File: src/rtl/dual_timebase.sv
module dual_timebase #(
  parameter int CW  = 24,
  parameter int DW  = 3,
  parameter int NCH = 4
) (
  input  logic              clk,
  input  logic              rst_n,
  input  logic              ext_clk_pin,
  input  logic              angle_tick,
  input  logic              cfg_src_a,
  input  logic [DW-1:0]     cfg_div_a,
  input  logic [1:0]        cfg_src_b,
  input  logic [DW-1:0]     cfg_div_b,
  input  logic              ld_a_en,
  input  logic [CW-1:0]     ld_a_val,
  input  logic              ld_b_en,
  input  logic [CW-1:0]     ld_b_val,
  input  logic [NCH-1:0]    ch_sel,
  output logic [CW*NCH-1:0] ch_time,
  output logic [CW-1:0]     cnt_a,
  output logic [CW-1:0]     cnt_b
);
  localparam int PW = (1 << DW) - 1;
  localparam int FW = DW + 2;

  logic [2:0] ext_sync;
  logic       ext_rise;

  always_ff @(posedge clk or negedge rst_n)
    if (!rst_n) ext_sync <= '0;
    else        ext_sync <= {ext_sync[1:0], ext_clk_pin};

  assign ext_rise = ext_sync[1] & ~ext_sync[2];

  logic          ev   [2];
  logic          ld   [2];
  logic [CW-1:0] ldv  [2];
  logic [DW-1:0] div  [2];
  logic [FW-1:0] cfg  [2];
  logic [CW-1:0] cnt  [2];

  assign ev[0]  = cfg_src_a ? ext_rise : 1'b1;
  assign ev[1]  = (cfg_src_b == 2'd0) ? 1'b1 :
                  (cfg_src_b == 2'd1) ? ext_rise :
                  (cfg_src_b == 2'd2) ? angle_tick : 1'b0;
  assign ld[0]  = ld_a_en;
  assign ld[1]  = ld_b_en;
  assign ldv[0] = ld_a_val;
  assign ldv[1] = ld_b_val;
  assign div[0] = cfg_div_a;
  assign div[1] = cfg_div_b;
  assign cfg[0] = {1'b0, cfg_src_a, cfg_div_a};
  assign cfg[1] = {cfg_src_b, cfg_div_b};

  for (genvar i = 0; i < 2; i++) begin : g_ctr
    logic [PW-1:0] pc;
    logic [PW-1:0] last;
    logic [FW-1:0] cfg_q;

    assign last = ~({PW{1'b1}} << div[i]);

    always_ff @(posedge clk or negedge rst_n)
      if (!rst_n) begin
        cnt[i] <= '0;
        pc     <= '0;
        cfg_q  <= '0;
      end else begin
        cfg_q <= cfg[i];
        if (ld[i]) begin
          cnt[i] <= ldv[i];
          pc     <= '0;
        end else if (cfg[i] != cfg_q) begin
          pc <= '0;
        end else if (ev[i]) begin
          if (pc == last) begin
            pc     <= '0;
            cnt[i] <= cnt[i] + 1'b1;
          end else begin
            pc <= pc + 1'b1;
          end
        end
      end
  end

  assign cnt_a = cnt[0];
  assign cnt_b = cnt[1];

  for (genvar c = 0; c < NCH; c++) begin : g_ch
    assign ch_time[c*CW +: CW] = ch_sel[c] ? cnt[1] : cnt[0];
  end
endmodule

File: config.mk
export PLATFORM = sky130hd
export DESIGN_NAME = dual_timebase
export DESIGN_NICKNAME = d
export VERILOG_FILES = /design/src/rtl/dual_timebase.sv
export SDC_FILE = /design/constraint.sdc
export NUM_CORES = 1
export LEC_CHECK = 0
export ABC_CLOCK_PERIOD_IN_PS = 3400
export CORE_MARGIN = 4
export CORE_UTILIZATION = 50
export DETAILED_ROUTE_END_ITERATION = 16
export DONT_BUFFER_PORTS = 1
export HOLD_SLACK_MARGIN = 0.1
export PLACE_DENSITY_LB_ADDON = 0.1
export SLEW_MARGIN = 20
export SYNTH_ARGS = -nofsm -noshare
export SYNTH_HDL_FRONTEND = slang
export SYNTH_SLANG_ARGS = --single-unit
File: constraint.sdc
create_clock -name clk -period 3.4 [get_ports clk]
set_input_delay 0.68 -clock clk [delete_from_list [all_inputs] [get_ports clk]]
set_output_delay 0.68 -clock clk [all_outputs]
set_load 0.005 [all_outputs]
==> results of run 1 <==
## stage by stage
step / std cells / area (sq um) / power (mW)
detailed placement: 738 / 5700 / 1.49
CTS: 753 / 6000 / 2.44
finish: 753 / 6000 / 2.41
global route: 753 / 6000 / 2.53
global placement: 738 / 5700 / 1.49
floorplan: 642 / 5690 / 1.40
## registers in the layout, summed over array words and instances, names as in the netlist
register	cells
cnt_a	24
cnt_b	24
ext_sync	3
g_ctr.cfg_q	9
g_ctr.pc	14
## kinds of logic after synthesis
| kind of cell | share of synthesized area |
|---|---|
| mux | 0.186 |
| xor+xnor | 0.0662 |
| simple gates | 0.223 |
| compound gates | 0.145 |
| buf+inv | 0.0464 |
| flops | 0.325 |
| fa+ha+maj | 0.00880 |
## critical path: stages, from the launching register on
cell      delay [ps]
dfrtp_1          450
nor4bb_1         170
a21o_1           160
o21ai_1          840
a21oi_1          410
or3_1            450
a21oi_1          120
## layout by cell type (no fill, tap or decap), types with 4 or more instances in the layout
cell type  count
xnor2_1       28
o21ai_0       41
a21oi_1       10
buf_4          5
a21o_1         4
nor4_1        10
and3_1        13
mux2_2        92
o31ai_1        5
nand2b_1       9
nand3_1       28
and2_1         6
nand2_1       70
o31a_1         7
nand4_1       14
or4_1          6
ha_1           4
nor2_1        25
and4_1         5
xor2_1        15
a31oi_1       15
nor3_1        20
dfrtp_1       74
or3_1         14
inv_1         14
clkbuf_16      9
a2111oi_0     12
## metal layers
layer / share of wire / track usage
met1: 0.41 / 0.344
met2: 0.50 / 0.461
met3: 0.080 / 0.0666
met4: 0.016 / 0.0760
met5: 0 / 0
## where the power goes
part | switching (mW) | internal (mW)
logic | 0.200 | 0.201
registers | 0.158 | 0.939
clock network | 0.355 | 0.559
total | 0.713 | 1.70
## cell type report
type                       instances  share of cell area
clock buffer                      11              0.0388
tap                              140              0.0292
timing repair buffer               6              0.0108
clock inverter                     3             0.00709
inverter                          15             0.00939
sequential                        74               0.309
multi-input combinational        504               0.596
## what timing repair did
item,in CTS,in global routing
resized for setup,0,0
endpoints found under the setup margin,0,0
hold buffers,1,0
endpoints found under the hold margin,74,0
## path summary, 6_finish.rpt
path	depth (start not counted)	slack (ps)	end	start
max in group asynchronous	1	2870	cnt_b[21]	rst_n
hold reg to reg	0	350	ext_sync[1]	ext_sync[0]
setup reg to reg	6	710	g_ctr[1].pc[3]	g_ctr[1].pc[1]
hold / removal	1	240	g_ctr[1].pc[4]	rst_n
min in group clk	0	350	ext_sync[1]	ext_sync[0]
setup / recovery	6	710	g_ctr[1].pc[3]	g_ctr[1].pc[1]
==> results.yml, run 1 <==
sta:
  finalHoldViolations: 0
  worst_hold_slack_ps: 241
  worst_pin_slew_ps: 1090
  fin_ws_ps: 711
  slew_violations: 0
  slew_headroom: 0.267
  skew_ps: 6.93
  min_period_ps: 2690
  setup_violations: 0
  fin_crit_sh: 0.791
  clock.fmax_mhz: 372
  tns_ps: 0
  rsz0062_at_grt: "false"
floorplanning:
  start_util: 0.518
  top_level_ports: 211
  fp.dieW_um: 115
  dieArea_sq_mm: 0.0132
  core_sq_mm: 0.0110
  placementRows: 38
  die_h_um: 115
min_path:
  min_path_type: "in -> async"
detailed_routing:
  detail_route.iter0.violations: 377
  firstDrtPassIters: 6
  wl_mm: 18.1
  drc: 0
  wl_per_cell_um: 24.1
  antenna_left: 0
  vias_per_cell: 6.72
  via_count: 5060
clocking:
  cts_setup_buffers: 0
  cts_buffer_depth: 2
  cts_tree: "yes"
  cts_made_buffers: 9
  htreeDepth: 3
  cts_root_buf: "clkbuf_16"
  cts_sinks: 74
  clk_pin_slew_ps: 60
  clk_latency_ps: 340
synthesis:
  synthesis.area_sq_mm: 0.00569
  ys_ff_latch: 74
  synth.net_count: 713
  yosys.cell_types.count: 60
  synthArstFlopShare: 1.00
  yosysMostFrequentCell: "mux2_2"
  ys_top_cells_by_count: "mux2_2, dfrtp_1, nand2_1"
  synth-edff-count: 0
  yosys.area.top_type: "dfrtp_1"
  ys_seq_area_frac: 0.325
  avgSynthCellArea_sq_um: 8.86
  synth_cells: 642
  synthTopCellsByArea: "dfrtp_1, mux2_2, nand2_1"
  netlist.area_leader.share: 0.325
  synth_warnings: 0
  synth_ff_type: "dfrtp_1"
grt:
  grt_pass1_wl_mm: 27.6
  grt_pass1_vias: 4773
  grt_max_degree: 75
  grt.total_usage: 0.272
  antenna_found_initial: 0
  globalRouteOverflowTotal: 0
final_layout:
  fin_nets: 681
  seqCellArea_sq_mm: 0.00185
  synthToLayoutAreaGrowth_pct: 5.41
  final_core_util: 0.546
  drive_gt1_frac: 0.191
  fillerInstances: 985
  diodes: 0
  multiInputGateArea_sq_mm: 0.00357
critical_path:
  end_kind: "flop"
  start_kind: "flop"
  path_max_fanout: 15
  critPathKind: "reg -> reg"
  required_ps: 3650
  crit_arrival_ps: 2940
power_and_ir_drop:
  leakage_nw: 2.16
  powerDensity_mw_per_mm2: 402
  vdd_drop_max_v: 0.000197
placed_design:
  gp_congestion: 0.960
  io_buffers: 0
  dp_hpwl_mm: 13.4
  pre_cts_ws_ps: 572
flow_run:
  cap_violations: 0
outcome:
  outcome: "finished clean"
Power figures use the tool's default switching activity.
==> inputs of run 2 (changes only) <==
--- a/config.mk
+++ b/config.mk
@@ -5,7 +5,7 @@
 export SDC_FILE = /design/constraint.sdc
 export NUM_CORES = 1
 export LEC_CHECK = 0
-export ABC_CLOCK_PERIOD_IN_PS = 3400
+export ABC_CLOCK_PERIOD_IN_PS = 2750
 export CORE_MARGIN = 4
 export CORE_UTILIZATION = 50
 export DETAILED_ROUTE_END_ITERATION = 16
==> constraint.sdc (replaced) <==
create_clock -name clk -period 2.75 [get_ports clk]
set_input_delay 0.55 -clock clk [delete_from_list [all_inputs] [get_ports clk]]
set_output_delay 0.55 -clock clk [all_outputs]
set_load 0.005 [all_outputs]
==> run 2 against run 1 <==
  * Final area is 3.9% higher
  * Worst hold slack worse by 120 ps
  * Clock skew down 1.7 ps
  * Wire length increased by 2.1%
  * Final cell count rose by 3.6%
  * Sequential cell count unchanged
  * Clock power grew 41%
  * Core utilization is 2.1 points higher
  * Non-clock buffer count rose by 25
  * First-iteration DRC count shrank 25%
  * Highest routed layer unchanged
==> results.yml, run 2 (same netlist as run 1, synthesis figures left out) <==
grt:
  top_usage_layer: "met2"
  grt_pass1_wl_mm: 28.1
  globalRouteOverflowTotal: 0
  grtUsageMet1: 0.353
  use_met3: 0.0592
  grt.total_usage: 0.276
  grt_max_degree: 75
  grt_pass1_vias: 4921
  antenna_found_initial: 0
  met2_usage: 0.473
final_layout:
  diodes: 0
  drive_gt1_frac: 0.227
  final_core_util: 0.567
  final_cells: 780
  layout_commonest_cell: "mux2_2"
  fin_nets: 706
  fillerInstances: 991
  multiInputGateArea_sq_mm: 0.00357
  fin_area_sq_mm: 0.00623
  mostFrequentLayoutCells: "mux2_2, dfrtp_1, nand2_1, o21ai_0, buf_4"
  synthToLayoutAreaGrowth_pct: 9.50
  seqCellArea_sq_mm: 0.00185
floorplanning:
  core_sq_mm: 0.0110
  start_util: 0.518
  top_level_ports: 211
  placementRows: 38
  dieArea_sq_mm: 0.0132
  die_h_um: 115
  fp.dieW_um: 115
sta:
  tns_ps: 0
  slew_violations: 0
  fin_ws_ps: 199
  setup_violations: 0
  clock.fmax_mhz: 392
  fin_crit_sh: 0.928
  slew_headroom: 0.317
  rsz0062_at_grt: "false"
  worst_hold_slack_ps: 117
  min_period_ps: 2550
  worst_pin_slew_ps: 1020
  finalHoldViolations: 0
  skew_ps: 5.27
power_and_ir_drop:
  p_seq_frac: 0.412
  switchingPower_mw: 0.926
  p_sw_frac: 0.291
  total_power_mw: 3.18
  leakage_nw: 2.30
  pwr-share-clk: 0.407
  intPower_mw: 2.25
  vdd_drop_max_v: 0.000257
  powerDensity_mw_per_mm2: 510
  pwr-share-comb: 0.181
placed_design:
  io_buffers: 0
  pre_cts_ws_ps: 130
  placed_cell_area_sq_mm: 0.00588
  dp_hpwl_mm: 13.6
  placed_cells: 763
  gp_congestion: 0.931
critical_path:
  end_kind: "flop"
  start_kind: "flop"
  reg2reg_depth: 6
  required_ps: 3010
  crit_arrival_ps: 2810
  critPathKind: "reg -> reg"
  r2r_slack_ps: 200
  path_max_fanout: 14
detailed_routing:
  wl_mm: 18.5
  wl_per_cell_um: 23.7
  firstDrtPassIters: 5
  antenna_left: 0
  drc: 0
  detail_route.iter0.violations: 281
  vias_per_cell: 6.57
  via_count: 5126
clocking:
  clk_pin_slew_ps: 60
  htreeDepth: 3
  clk_latency_ps: 340
  cts_sinks: 74
  cts_tree: "yes"
  cts_resized: 0
  cts_buffer_depth: 2
  cts_made_buffers: 9
  cts_root_buf: "clkbuf_16"
outcome:
  outcome: "finished clean"
flow_run:
  cap_violations: 0
min_path:
  min_path_type: "in -> async"
## run 2: layout make-up
type / count / area share
tap: 140 / 0.0281
inverter: 15 / 0.00904
clock buffer: 11 / 0.0390
multi-input combinational: 504 / 0.574
clock inverter: 5 / 0.0124
timing repair buffer: 31 / 0.0406
sequential: 74 / 0.297
## run 2: layer usage
| layer | part of all wire | up-vias |
|---|---|---|
| met3 | 0.085 | 22 |
| li1 | - | 2365 |
| met1 | 0.41 | 2510 |
| met4 | 0.016 | 0 |
| met5 | 0 | - |
| met2 | 0.49 | 229 |
## run 2: repair_timing
action                                 4_1_cts  5_1_grt
endpoints found under the hold margin       74        0
hold buffers                                 1        0
buffers inserted                             0        0
## run 2: power groups by stage
| stage | clock network (mW) | registers [mW] | logic [mW] |
|---|---|---|---|
| 2_1_floorplan | 0 | 1.27 | 0.465 |
| 3_3_place_gp | 0 | 1.33 | 0.543 |
| 3_5_place_dp | 0 | 1.33 | 0.546 |
| 4_1_cts | 1.31 | 1.31 | 0.580 |
| 5_1_grt | 1.35 | 1.33 | 0.629 |
| 6_report | 1.29 | 1.31 | 0.575 |
## run 2: final timing paths
check,from,to
setup reg to reg,g_ctr[0].pc[0],cnt_a[19]
min in group clk,cfg_src_b[0],g_ctr[1].cfg_q[3]
setup / recovery,g_ctr[0].pc[0],cnt_a[19]
hold / removal,rst_n,cnt_b[18]
hold reg to reg,ext_sync[0],ext_sync[1]
max in group asynchronous,rst_n,cnt_a[6]
## run 2: worst max-delay path, cell delays in order (launching register included)
cell and delay [ps]:
dfrtp_1 440, or4_1 530, mux2i_1 180, o22ai_1 140, or3_4 490, or4_1 510, a31oi_1 170
==> inputs of run 3 (changes only) <==
--- a/config.mk
+++ b/config.mk
@@ -5,7 +5,7 @@
 export SDC_FILE = /design/constraint.sdc
 export NUM_CORES = 1
 export LEC_CHECK = 0
-export ABC_CLOCK_PERIOD_IN_PS = 2750
+export ABC_CLOCK_PERIOD_IN_PS = 3200
 export CORE_MARGIN = 4
 export CORE_UTILIZATION = 50
 export DETAILED_ROUTE_END_ITERATION = 16
==> constraint.sdc (replaced) <==
create_clock -name clk -period 3.2 [get_ports clk]
set_input_delay 0.64 -clock clk [delete_from_list [all_inputs] [get_ports clk]]
set_output_delay 0.64 -clock clk [all_outputs]
set_load 0.005 [all_outputs]
==> run 3 against run 2 <==
  * Sequential power fell by 11%
  * Wire length fell by 0.98%
  * Non-clock buffer count fell by 21
  * Largest power group unchanged
  * Highest routed layer unchanged
  * Critical endpoint is now cnt_a[15]
==> results.yml, run 3 (same netlist as run 1, synthesis figures left out) <==
detailed_routing:
  wl_per_cell_um: 24.1
  via_count: 5059
  drc: 0
  antenna_left: 0
  detail_route.iter0.violations: 349
  wl_mm: 18.3
  vias_per_cell: 6.66
  firstDrtPassIters: 4
outcome:
  outcome: "finished clean"
sta:
  setup_violations: 0
  min_period_ps: 2610
  skew_ps: 7.10
  slew_violations: 0
  slew_headroom: 0.474
  clock.fmax_mhz: 384
  tns_ps: 0
  finalHoldViolations: 0
  rsz0062_at_grt: "false"
  fin_ws_ps: 595
  worst_pin_slew_ps: 785
  fin_crit_sh: 0.814
power_and_ir_drop:
  switchingPower_mw: 0.792
  intPower_mw: 1.86
  pwr-share-clk: 0.398
  powerDensity_mw_per_mm2: 437
  vdd_drop_max_v: 0.000253
  p_sw_frac: 0.299
  leakage_nw: 2.20
  pwr-share-comb: 0.163
  p_seq_frac: 0.440
placed_design:
  io_buffers: 0
  pre_cts_ws_ps: 367
  dp_hpwl_mm: 13.5
  gp_congestion: 0.945
  placed_cell_area_sq_mm: 0.00573
grt:
  antenna_found_initial: 1
  grt_max_degree: 75
  grt.total_usage: 0.273
  globalRouteOverflowTotal: 0
  grt_pass1_wl_mm: 27.9
  grt_pass1_vias: 4823
critical_path:
  end_kind: "flop"
  crit_slowest_cell: "or4_1"
  path_buf_inv: 0
  required_ps: 3460
  max_stage_delay_ps: 540
  crit_arrival_ps: 2860
  critPathKind: "reg -> reg"
  cp_cell_sequence: "or4_1 -> mux2i_1 -> o22ai_1 -> or3_4 -> or4_1 -> a31oi_1"
  r2r_slack_ps: 590
  cpMostUsedCell: "or4_1"
  path_delay_family: "simple AND/OR/NAND/NOR gates"
  reg2reg_depth: 6
  start_kind: "flop"
  reg2reg_from: "g_ctr[0].pc[0]"
  path_max_fanout: 14
  r2r-end: "cnt_a[15]"
clocking:
  clk_pin_slew_ps: 60
  cts_made_buffers: 9
  cts_setup_buffers: 0
  cts_root_buf: "clkbuf_16"
  cts_buffer_depth: 2
  cts_resized: 0
  cts_tree: "yes"
  ctsHoldBuffers: 1
  htreeDepth: 3
  cts_sinks: 74
  clk_latency_ps: 330
final_layout:
  fin_area_sq_mm: 0.00606
  mostFrequentLayoutCells: "mux2_2, dfrtp_1, nand2_1, o21ai_0"
  fin_nets: 685
  synthToLayoutAreaGrowth_pct: 6.57
  drive_gt1_frac: 0.204
  layout_commonest_cell: "mux2_2"
  fillerInstances: 1001
floorplanning:
  die_h_um: 115
  core_sq_mm: 0.0110
  dieArea_sq_mm: 0.0132
  placementRows: 38
  top_level_ports: 211
  fp.dieW_um: 115
  start_util: 0.518
min_path:
  min_path_type: "in -> async"
flow_run:
  cap_violations: 0
-- run 3: cell types whose count changed in the layout (fill, tap and decap cells not counted), sizes merged --
cell    before  now
bufinv       2    1
buf         31   10
diode        0    1
clkinv       3    4
-- run 3: power by group through the flow --
stage	Clock, mW	Combinational (mW)	Sequential (mW)
after floorplan	0	0.400	1.09
after global placement	0	0.405	1.18
after detailed placement	0	0.409	1.18
after CTS	1.06	0.436	1.16
after global routing	1.11	0.477	1.18
final	1.05	0.431	1.16
-- run 3: through the flow --
step	utilization	hold WS [ps]	cells	total power [mW]
5_1_grt	0.552	210	760	2.77
6_report	0.552	189	760	2.65
3_5_place_dp	0.521	340	742	1.59
3_3_place_gp	0.521	332	742	1.58
4_1_cts	0.552	214	759	2.67
2_1_floorplan	-	331	642	1.49
-- run 3: worst max path at each step --
stage / startpoint / end / slack [ps] / cells after the start
floorplan: cfg_div_a[0] / cnt_a[15] / 520 / 7
global placement: cfg_div_b[1] / g_ctr[1].pc[0] / 490 / 6
detailed placement: cfg_div_b[0] / cnt_b[23] / 370 / 6
CTS: g_ctr[1].pc[4] / cnt_b[23] / 510 / 6
global route: g_ctr[1].pc[4] / cnt_b[23] / 360 / 6
finish: g_ctr[0].pc[0] / cnt_a[15] / 590 / 6
-- run 3: routing by layer --
layer / up-vias / part of all wire / track usage
met2: 218 / 0.50 / 0.475
met1: 2501 / 0.41 / 0.338
met5: - / 0 / 0
li1: 2325 / - / -
met4: 0 / 0.011 / 0.0633
met3: 15 / 0.085 / 0.0745
-- run 3: area by class of cell --
| type | instances | area [sq um] | share of cell area |
|---|---|---|---|
| Antenna cell | 1 | 2.50 | 0.000413 |
| Clock buffer | 11 | 253 | 0.0417 |
| Clock inverter | 5 | 52.6 | 0.00867 |
| Inverter | 15 | 56.3 | 0.00928 |
| Multi-Input combinational cell | 504 | 3580 | 0.590 |
| Sequential cell | 74 | 1850 | 0.305 |
| Tap cell | 140 | 175 | 0.0289 |
| Timing Repair Buffer | 10 | 95.1 | 0.0157 |
